--- config.mk ---
export PLATFORM = sky130hd
export DESIGN_NAME = board_addr_match
export DESIGN_NICKNAME = d
export VERILOG_FILES = /design/src/rtl/board_match_pkg.sv /design/src/rtl/board_cfg_reg.sv /design/src/rtl/board_addr_decode.sv /design/src/rtl/board_addr_match.sv
export SDC_FILE = /design/constraint.sdc
export NUM_CORES = 1
export LEC_CHECK = 0
export ABC_AREA = 1
export ABC_CLOCK_PERIOD_IN_PS = 1300
export BUFFER_PORTS_ARGS = -buffer_cell sky130_fd_sc_hd__buf_2
export CAP_MARGIN = 0
export CELL_PAD_IN_SITES_DETAIL_PLACEMENT = 1
export CELL_PAD_IN_SITES_GLOBAL_PLACEMENT = 2
export CORE_MARGIN = 1
export CORE_UTILIZATION = 23
export CTS_CLUSTER_DIAMETER = 200
export DETAILED_ROUTE_END_ITERATION = 8
export GPL_ROUTABILITY_DRIVEN = 0
export PLACE_DENSITY_LB_ADDON = 0.1
export REMOVE_ABC_BUFFERS = 1
export SYNTH_ARGS = -nofsm -noshare
export SYNTH_HDL_FRONTEND = slang
export SYNTH_SLANG_ARGS = --single-unit
--- constraint.sdc ---
create_clock -name clk -period 1.3 [get_ports clk]
set_input_delay 0.065 -clock clk [delete_from_list [all_inputs] [get_ports clk]]
set_output_delay 0.065 -clock clk [all_outputs]
set_load 0.02 [all_outputs]
--- src/rtl/board_match_pkg.sv ---
`timescale 1ns/1ps
package board_match_pkg;
    localparam int WA_W    = 27;
    localparam int ROW_W   = 9;
    localparam int COL_W   = 9;
    localparam int PHYS_W  = ROW_W + COL_W;
    localparam int GRP_W   = WA_W - PHYS_W;
    localparam int MAX_K   = 3;
    localparam int SLOT_W  = MAX_K;
    localparam int NUM_K   = MAX_K + 1;
    localparam int KSEL_W  = $clog2(NUM_K);
    localparam int MODE_W  = 3;
    localparam int CFG_W   = MODE_W + GRP_W + SLOT_W + 1;

    typedef enum logic [MODE_W-1:0] {
        ILV_ONE   = 3'd0,
        ILV_TWO   = 3'd1,
        ILV_FOUR  = 3'd2,
        ILV_EIGHT = 3'd3
    } ilv_mode_e;

    typedef struct packed {
        logic [MODE_W-1:0] mode;
        logic [GRP_W-1:0]  region;
        logic [SLOT_W-1:0] slot;
        logic              off;
    } match_cfg_t;

    typedef struct packed {
        logic             hit;
        logic [ROW_W-1:0] row;
        logic [COL_W-1:0] col;
    } match_out_t;

    localparam match_cfg_t CFG_RESET = '{mode: ILV_ONE, region: '0, slot: '0, off: 1'b1};
endpackage

--- src/rtl/board_cfg_reg.sv ---
`timescale 1ns/1ps
module board_cfg_reg
    import board_match_pkg::*;
(
    input  logic             clk,
    input  logic             rst_n,
    input  logic             we,
    input  logic [CFG_W-1:0] wdata,
    output match_cfg_t       cfg_o
);
    match_cfg_t cfg_d, cfg_q;

    always_comb begin
        cfg_d = cfg_q;
        if (we) begin
            cfg_d = match_cfg_t'(wdata);
        end
    end

    always_ff @(posedge clk or negedge rst_n) begin
        if (!rst_n) begin
            cfg_q <= CFG_RESET;
        end else begin
            cfg_q <= cfg_d;
        end
    end

    assign cfg_o = cfg_q;


    cfg_load_chk: assert property (@(posedge clk) disable iff (!rst_n)
        we |=> (cfg_q == match_cfg_t'($past(wdata))));


    cfg_hold_chk: assert property (@(posedge clk) disable iff (!rst_n)
        !we |=> $stable(cfg_q));
endmodule

--- src/rtl/board_addr_decode.sv ---
`timescale 1ns/1ps
module board_addr_decode
    import board_match_pkg::*;
(
    input  logic [WA_W-1:0]  wa,
    input  match_cfg_t       cfg,
    output logic             hit,
    output logic [ROW_W-1:0] row,
    output logic [COL_W-1:0] col
);
    logic [NUM_K-1:0]  cand_hit;
    logic [PHYS_W-1:0] cand_phys [NUM_K];
    logic [PHYS_W-1:0] phys;
    logic              mode_ok;

    // One candidate per interleave width: k low address bits pick the slot,
    // the region compare narrows by k bits, the physical word shifts by k.
    for (genvar k = 0; k < NUM_K; k++) begin : g_way
        localparam logic [SLOT_W-1:0] SLOT_MASK = SLOT_W'((1 << k) - 1);
        logic slot_ok;
        logic grp_ok;
        assign slot_ok      = ((wa[SLOT_W-1:0] ^ cfg.slot) & SLOT_MASK) == '0;
        assign grp_ok       = (wa[WA_W-1:PHYS_W] >> k) == (cfg.region >> k);
        assign cand_hit[k]  = slot_ok && grp_ok;
        assign cand_phys[k] = PHYS_W'(wa >> k);
    end

    assign mode_ok = cfg.mode < MODE_W'(NUM_K);

    always_comb begin
        hit  = 1'b0;
        phys = '0;
        if (!cfg.off && mode_ok && cand_hit[cfg.mode[KSEL_W-1:0]]) begin
            hit  = 1'b1;
            phys = cand_phys[cfg.mode[KSEL_W-1:0]];
        end
    end

    assign row = phys[PHYS_W-1:COL_W];
    assign col = phys[COL_W-1:0];
endmodule

--- src/rtl/board_addr_match.sv ---
`timescale 1ns/1ps
module board_addr_match
    import board_match_pkg::*;
(
    input  logic             clk,
    input  logic             rst_n,
    input  logic             cfg_we,
    input  logic [15:0]      cfg_wdata,
    output logic [15:0]      cfg_rdata,
    input  logic [26:0]      word_addr,
    output logic             sel_o,
    output logic [8:0]       row_o,
    output logic [8:0]       col_o,
    output logic             sel_q_o,
    output logic [8:0]       row_q_o,
    output logic [8:0]       col_q_o
);
    match_cfg_t cfg;
    logic             hit_c;
    logic [ROW_W-1:0] row_c;
    logic [COL_W-1:0] col_c;
    match_out_t out_d, out_q;

    board_cfg_reg u_cfg (
        .clk   (clk),
        .rst_n (rst_n),
        .we    (cfg_we),
        .wdata (cfg_wdata),
        .cfg_o (cfg)
    );

    board_addr_decode u_dec (
        .wa  (word_addr),
        .cfg (cfg),
        .hit (hit_c),
        .row (row_c),
        .col (col_c)
    );

    always_comb begin
        out_d     = out_q;
        out_d.hit = hit_c;
        out_d.row = row_c;
        out_d.col = col_c;
    end

    always_ff @(posedge clk or negedge rst_n) begin
        if (!rst_n) begin
            out_q <= '0;
        end else begin
            out_q <= out_d;
        end
    end

    assign cfg_rdata = cfg;
    assign sel_o     = hit_c;
    assign row_o     = row_c;
    assign col_o     = col_c;
    assign sel_q_o   = out_q.hit;
    assign row_q_o   = out_q.row;
    assign col_q_o   = out_q.col;


    off_quiet_chk: assert property (@(posedge clk) disable iff (!rst_n)
        cfg.off |-> !sel_o);


    bad_mode_chk: assert property (@(posedge clk) disable iff (!rst_n)
        (cfg.mode >= MODE_W'(NUM_K)) |-> !sel_o);


    two_way_slot_chk: assert property (@(posedge clk) disable iff (!rst_n)
        (sel_o && cfg.mode == ILV_TWO) |-> (word_addr[0] == cfg.slot[0]));


    idle_zero_chk: assert property (@(posedge clk) disable iff (!rst_n)
        !sel_o |-> (row_o == '0 && col_o == '0));


    sel_pipe_chk: assert property (@(posedge clk) disable iff (!rst_n)
        sel_q_o == $past(sel_o));


    addr_pipe_chk: assert property (@(posedge clk) disable iff (!rst_n)
        {row_q_o, col_q_o} == $past({row_o, col_o}));
endmodule

==> results.md <==
Synth:
- The sequential cell area fraction in the yosys report is 0.468.
- The average cell area after synthesis is 7.77 um2.
- After synthesis the cells add up to 0.00187 mm2.
- The number of cells produced by synthesis is 241.
- The warning count from the yosys run is 0.
- The flip-flop and latch count after synthesis is 35.
- The count of unique library cells instantiated by Yosys is 20.

Final layout:
- At the end of the flow the core is filled with cells to 0.399.
- At the end of the flow, the number of nets in the layout was 421.
- The most common cell after layout, fill and taps aside is nand2_1.
- The fraction of layout cells with a size suffix above 1 is 0.431.
- The post-route cell area is 0.00311 mm2.
- The library cells used most frequently in the layout, excluding fill and tap cells, are nand2_1, buf_2, dfrtp_1.
- The number of diodes added for antenna fixing is 0.
- The layout overhead on the synthesized area is 66.3%.
- The number of fill cells is 1,008.

Floorplan:
- For this configuration, the core starts out at a cell density of 0.240.
- The floorplan step defined a die boundary enclosing 0.00851 mm2.
- The floorplan step set the die height to 92.2 um.
- The core region is 0.00781 mm2.
- The number of placement rows is 32.
- 100 I/O pins were placed.
- The overall die width is 92.2 um.

Clock network:
- The deepest clock path buffer count is 2.
- The sink count of the clock tree is 35.
- Clock tree synthesis selected as its root buffer the cell clkbuf_8.
- After clock tree synthesis, the clock-pin slew on the worst setup and hold paths is 0.07 ns.
- The H-tree was split into 2 levels.
- Buffers inserted during clock tree synthesis total 5.
- TritonCTS built the clock tree.
- Clock latency on the worst-skew pair, taken at its later pin, is 0.29 ns.

Worst setup path:
- STA classifies the critical path endpoint as a primary output.
- The critical path data required time is 1.24 ns.
- The worst setup path is launched from a flip-flop.
- The reg2reg setup slack is -0.30 ns.
- The critical path is of the flip-flop to primary output type.
- The endpoint of the worst register-to-register path is row_q_o[0]$_DFF_PN0_.
- The worst register-to-register path begins at u_cfg.cfg_o[12]$_DFFE_PN0P_.
- The data arrival time at the worst-slack endpoint is 1.76 ns.
- The depth of the most critical reg-to-reg path is 10.
- The biggest fanout along the worst timing path is 6.

Pwr:
- The switching part of the total power is 0.324.
- Power spread over the standard cell area amounts to 869 mW/mm2.
- For this design the total switching power over the nets is 876 uW.
- The sequential group share of total power is 0.435.
- The largest vdd supply drop is 0.336 mV.
- The reported leakage power is 0.00173 uW.
- The total internal power is 1830 uW.
- The clock network fraction of design power is 0.289.
- The share of total power dissipated in combinational logic is 0.276.

Timing:
- Across all setup checks in the final design, the least slack found is -0.529 ns.
- The worst pin sits at a relative slew slack of 0.695.
- For the pin with the worst max-slew slack, the measured transition is 0.458 ns.
- The final setup skew is 0.00846 ns.
- The upper clock frequency limit is 547 MHz.
- The number of max-slew violations in the final report is 0.
- Setup repair after global routing could not meet its margin everywhere.
- The final-report setup violation count is 38.
- The post-layout minimum cycle time is 1.83 ns.
- Dividing the final minimum period by the clock period gives 1.41.
- The final hold violation count is 0.

Routing:
- The final wirelength is 6190 um.
- The starting DRC count in detailed routing is 68.
- Using the TritonRoute via totals, the vias-per-cell ratio works out to 4.20.
- After detailed routing, the average wire length per cell comes to 12.9 um.
- The remaining design rule violation count is 0.
- The post-route antenna net violation count is 0.
- The count of vias placed by the detailed router is 2,006.
- The detailed-router iteration count before antenna repair is 4.

Hold path:
- The worst hold path terminates at u_cfg.cfg_o[0]$_DFFE_PN1P_.
- The worst hold path begins at cfg_wdata[0].
- The worst hold path belongs to the class input pin to flip-flop.
- Counting instances, the worst hold path has a depth of 2.

Outcome:
- The run finished, with violations left.
- The checks that failed: negative setup slack.

Place:
- The port buffer count is 99.
- Once detailed placement completed, the half-perimeter wirelength came to 4800 um.
- The post-place instance area is 0.00265 mm2.

GRT:
- The number of global-route vias before repair is 2,103.
- The initial antenna violation count was 0.
- The first global-routing pass estimated 10,100 um of wire.
- Entering global routing, the biggest net connects 19 pins.
- The global route total overflow is 0.
- In the global route stage, overall resource usage came out at 0.154.

Job:
- The max capacitance violation total is 0.
-- power groups by stage --
stage | clock (uW) | sequential, uW | combinational, uW
2_1_floorplan | 0 | 1280 | 262
3_3_place_gp | 0 | 1200 | 689
3_5_place_dp | 0 | 1200 | 686
4_1_cts | 828 | 1180 | 745
5_1_grt | 865 | 1190 | 842
6_report | 782 | 1180 | 746
-- worst max-delay path: stages (launching register included) --
cell	delay, ns
dfrtp_1	0.41
nand2_1	0.08
nand2_1	0.06
nor2_1	0.10
nand2_1	0.09
nor2_4	0.16
nand3_4	0.13
clkbuf_16	0.20
nor2_4	0.13
buf_6	0.12
-- Yosys cell counts --
cell type | count | area, um2
buf_4 | 2 | 15.0
nand3_4 | 1 | 17.5
nor2_2 | 9 | 56.3
xnor2_1 | 1 | 8.76
inv_1 | 25 | 93.8
inv_4 | 1 | 6.26
mux2_2 | 3 | 33.8
o21ai_0 | 24 | 120
nor2_4 | 1 | 11.3
buf_1 | 2 | 7.51
clkbuf_1 | 2 | 7.51
buf_6 | 2 | 22.5
nand2_1 | 93 | 349
dfstp_2 | 1 | 26.3
dfrtp_1 | 34 | 851
mux2i_1 | 13 | 130
nor2_1 | 15 | 56.3
buf_2 | 3 | 15.0
a21oi_1 | 4 | 20.0
nand3_1 | 5 | 25.0
-- sequential cells by signal, summed over array words and instances, names as in the netlist --
| register | cells |
|---|---|
| u_cfg.cfg_o | 16 |
| col_q_o | 9 |
| sel_q_o | 1 |
| row_q_o | 9 |
-- metrics by stage --
step	setup slack, ns	std cells	TNS [ns]	hold WS [ns]	total power, uW
after floorplan	-0.876	230	-29.29	-0.231	1540
after global placement	-0.262	456	-5.88	0.0368	1880
after detailed placement	-0.330	456	-6.23	0.0541	1880
after CTS	-0.519	476	-10.70	0.00124	2750
after global routing	-0.646	478	-14.64	0.00225	2890
final	-0.529	478	-10.58	0.00874	2710
-- layout make-up --
| type | instances | area [um2] | share of cell area |
|---|---|---|---|
| Clock buffer | 7 | 76.3 | 0.0245 |
| Clock inverter | 1 | 5.00 | 0.00161 |
| Inverter | 26 | 100 | 0.0321 |
| Multi-Input combinational cell | 169 | 941 | 0.302 |
| Sequential cell | 35 | 878 | 0.282 |
| Tap cell | 102 | 128 | 0.0410 |
| Timing Repair Buffer | 138 | 986 | 0.317 |
-- how the worst max path moves through the flow --
| stage | start | endpoint | depth (start not counted) |
|---|---|---|---|
| final | u_cfg.cfg_o[12]$_DFFE_PN0P_ | row_o[0] | 9 |
| after global routing | u_cfg.cfg_o[11]$_DFFE_PN0P_ | row_o[0] | 10 |
| after CTS | u_cfg.cfg_o[15]$_DFFE_PN0P_ | col_o[4] | 9 |
| after detailed placement | u_cfg.cfg_o[15]$_DFFE_PN0P_ | row_o[8] | 9 |
| after global placement | u_cfg.cfg_o[15]$_DFFE_PN0P_ | row_o[8] | 9 |
| after floorplan | u_cfg.cfg_o[14]$_DFFE_PN0P_ | col_q_o[0]$_DFF_PN0_ | 6 |
-- logic make-up (layout without fill, tap and decap cells) --
logic type / after synthesis / count (layout) / share of synthesized area
AO/OA/AOI/OAI: 28 / 28 / 0.0748
XOR/XNOR: 1 / 1 / 0.00468
multiplexers: 16 / 16 / 0.0875
flip-flops: 35 / 35 / 0.468
buffers and inverters: 37 / 172 / 0.0895
AND/OR/NAND/NOR: 124 / 124 / 0.275
-- what timing repair did --
| item | CTS | global route |
|---|---|---|
| endpoints found under the hold margin | 26 | 0 |
| setup buffers | 1 | 1 |
| pin swaps | 1 | 6 |
| endpoints found under the setup margin | 38 | 38 |
| resized for setup | 49 | 18 |
| cloned | 0 | 1 |
| hold buffers | 11 | 0 |
-- layer usage --
layer | vias up | track usage | routed length (um) | part of all wire
met2 | 62 | 0.276 | 3110 | 0.50
met5 | - | 0 | 0 | 0
met3 | 5 | 0.0340 | 332 | 0.054
met1 | 930 | 0.182 | 2690 | 0.44
li1 | 1009 | - | - | -
met4 | 0 | 0.0430 | 55 | 0.0089
Power figures use the tool's default switching activity.
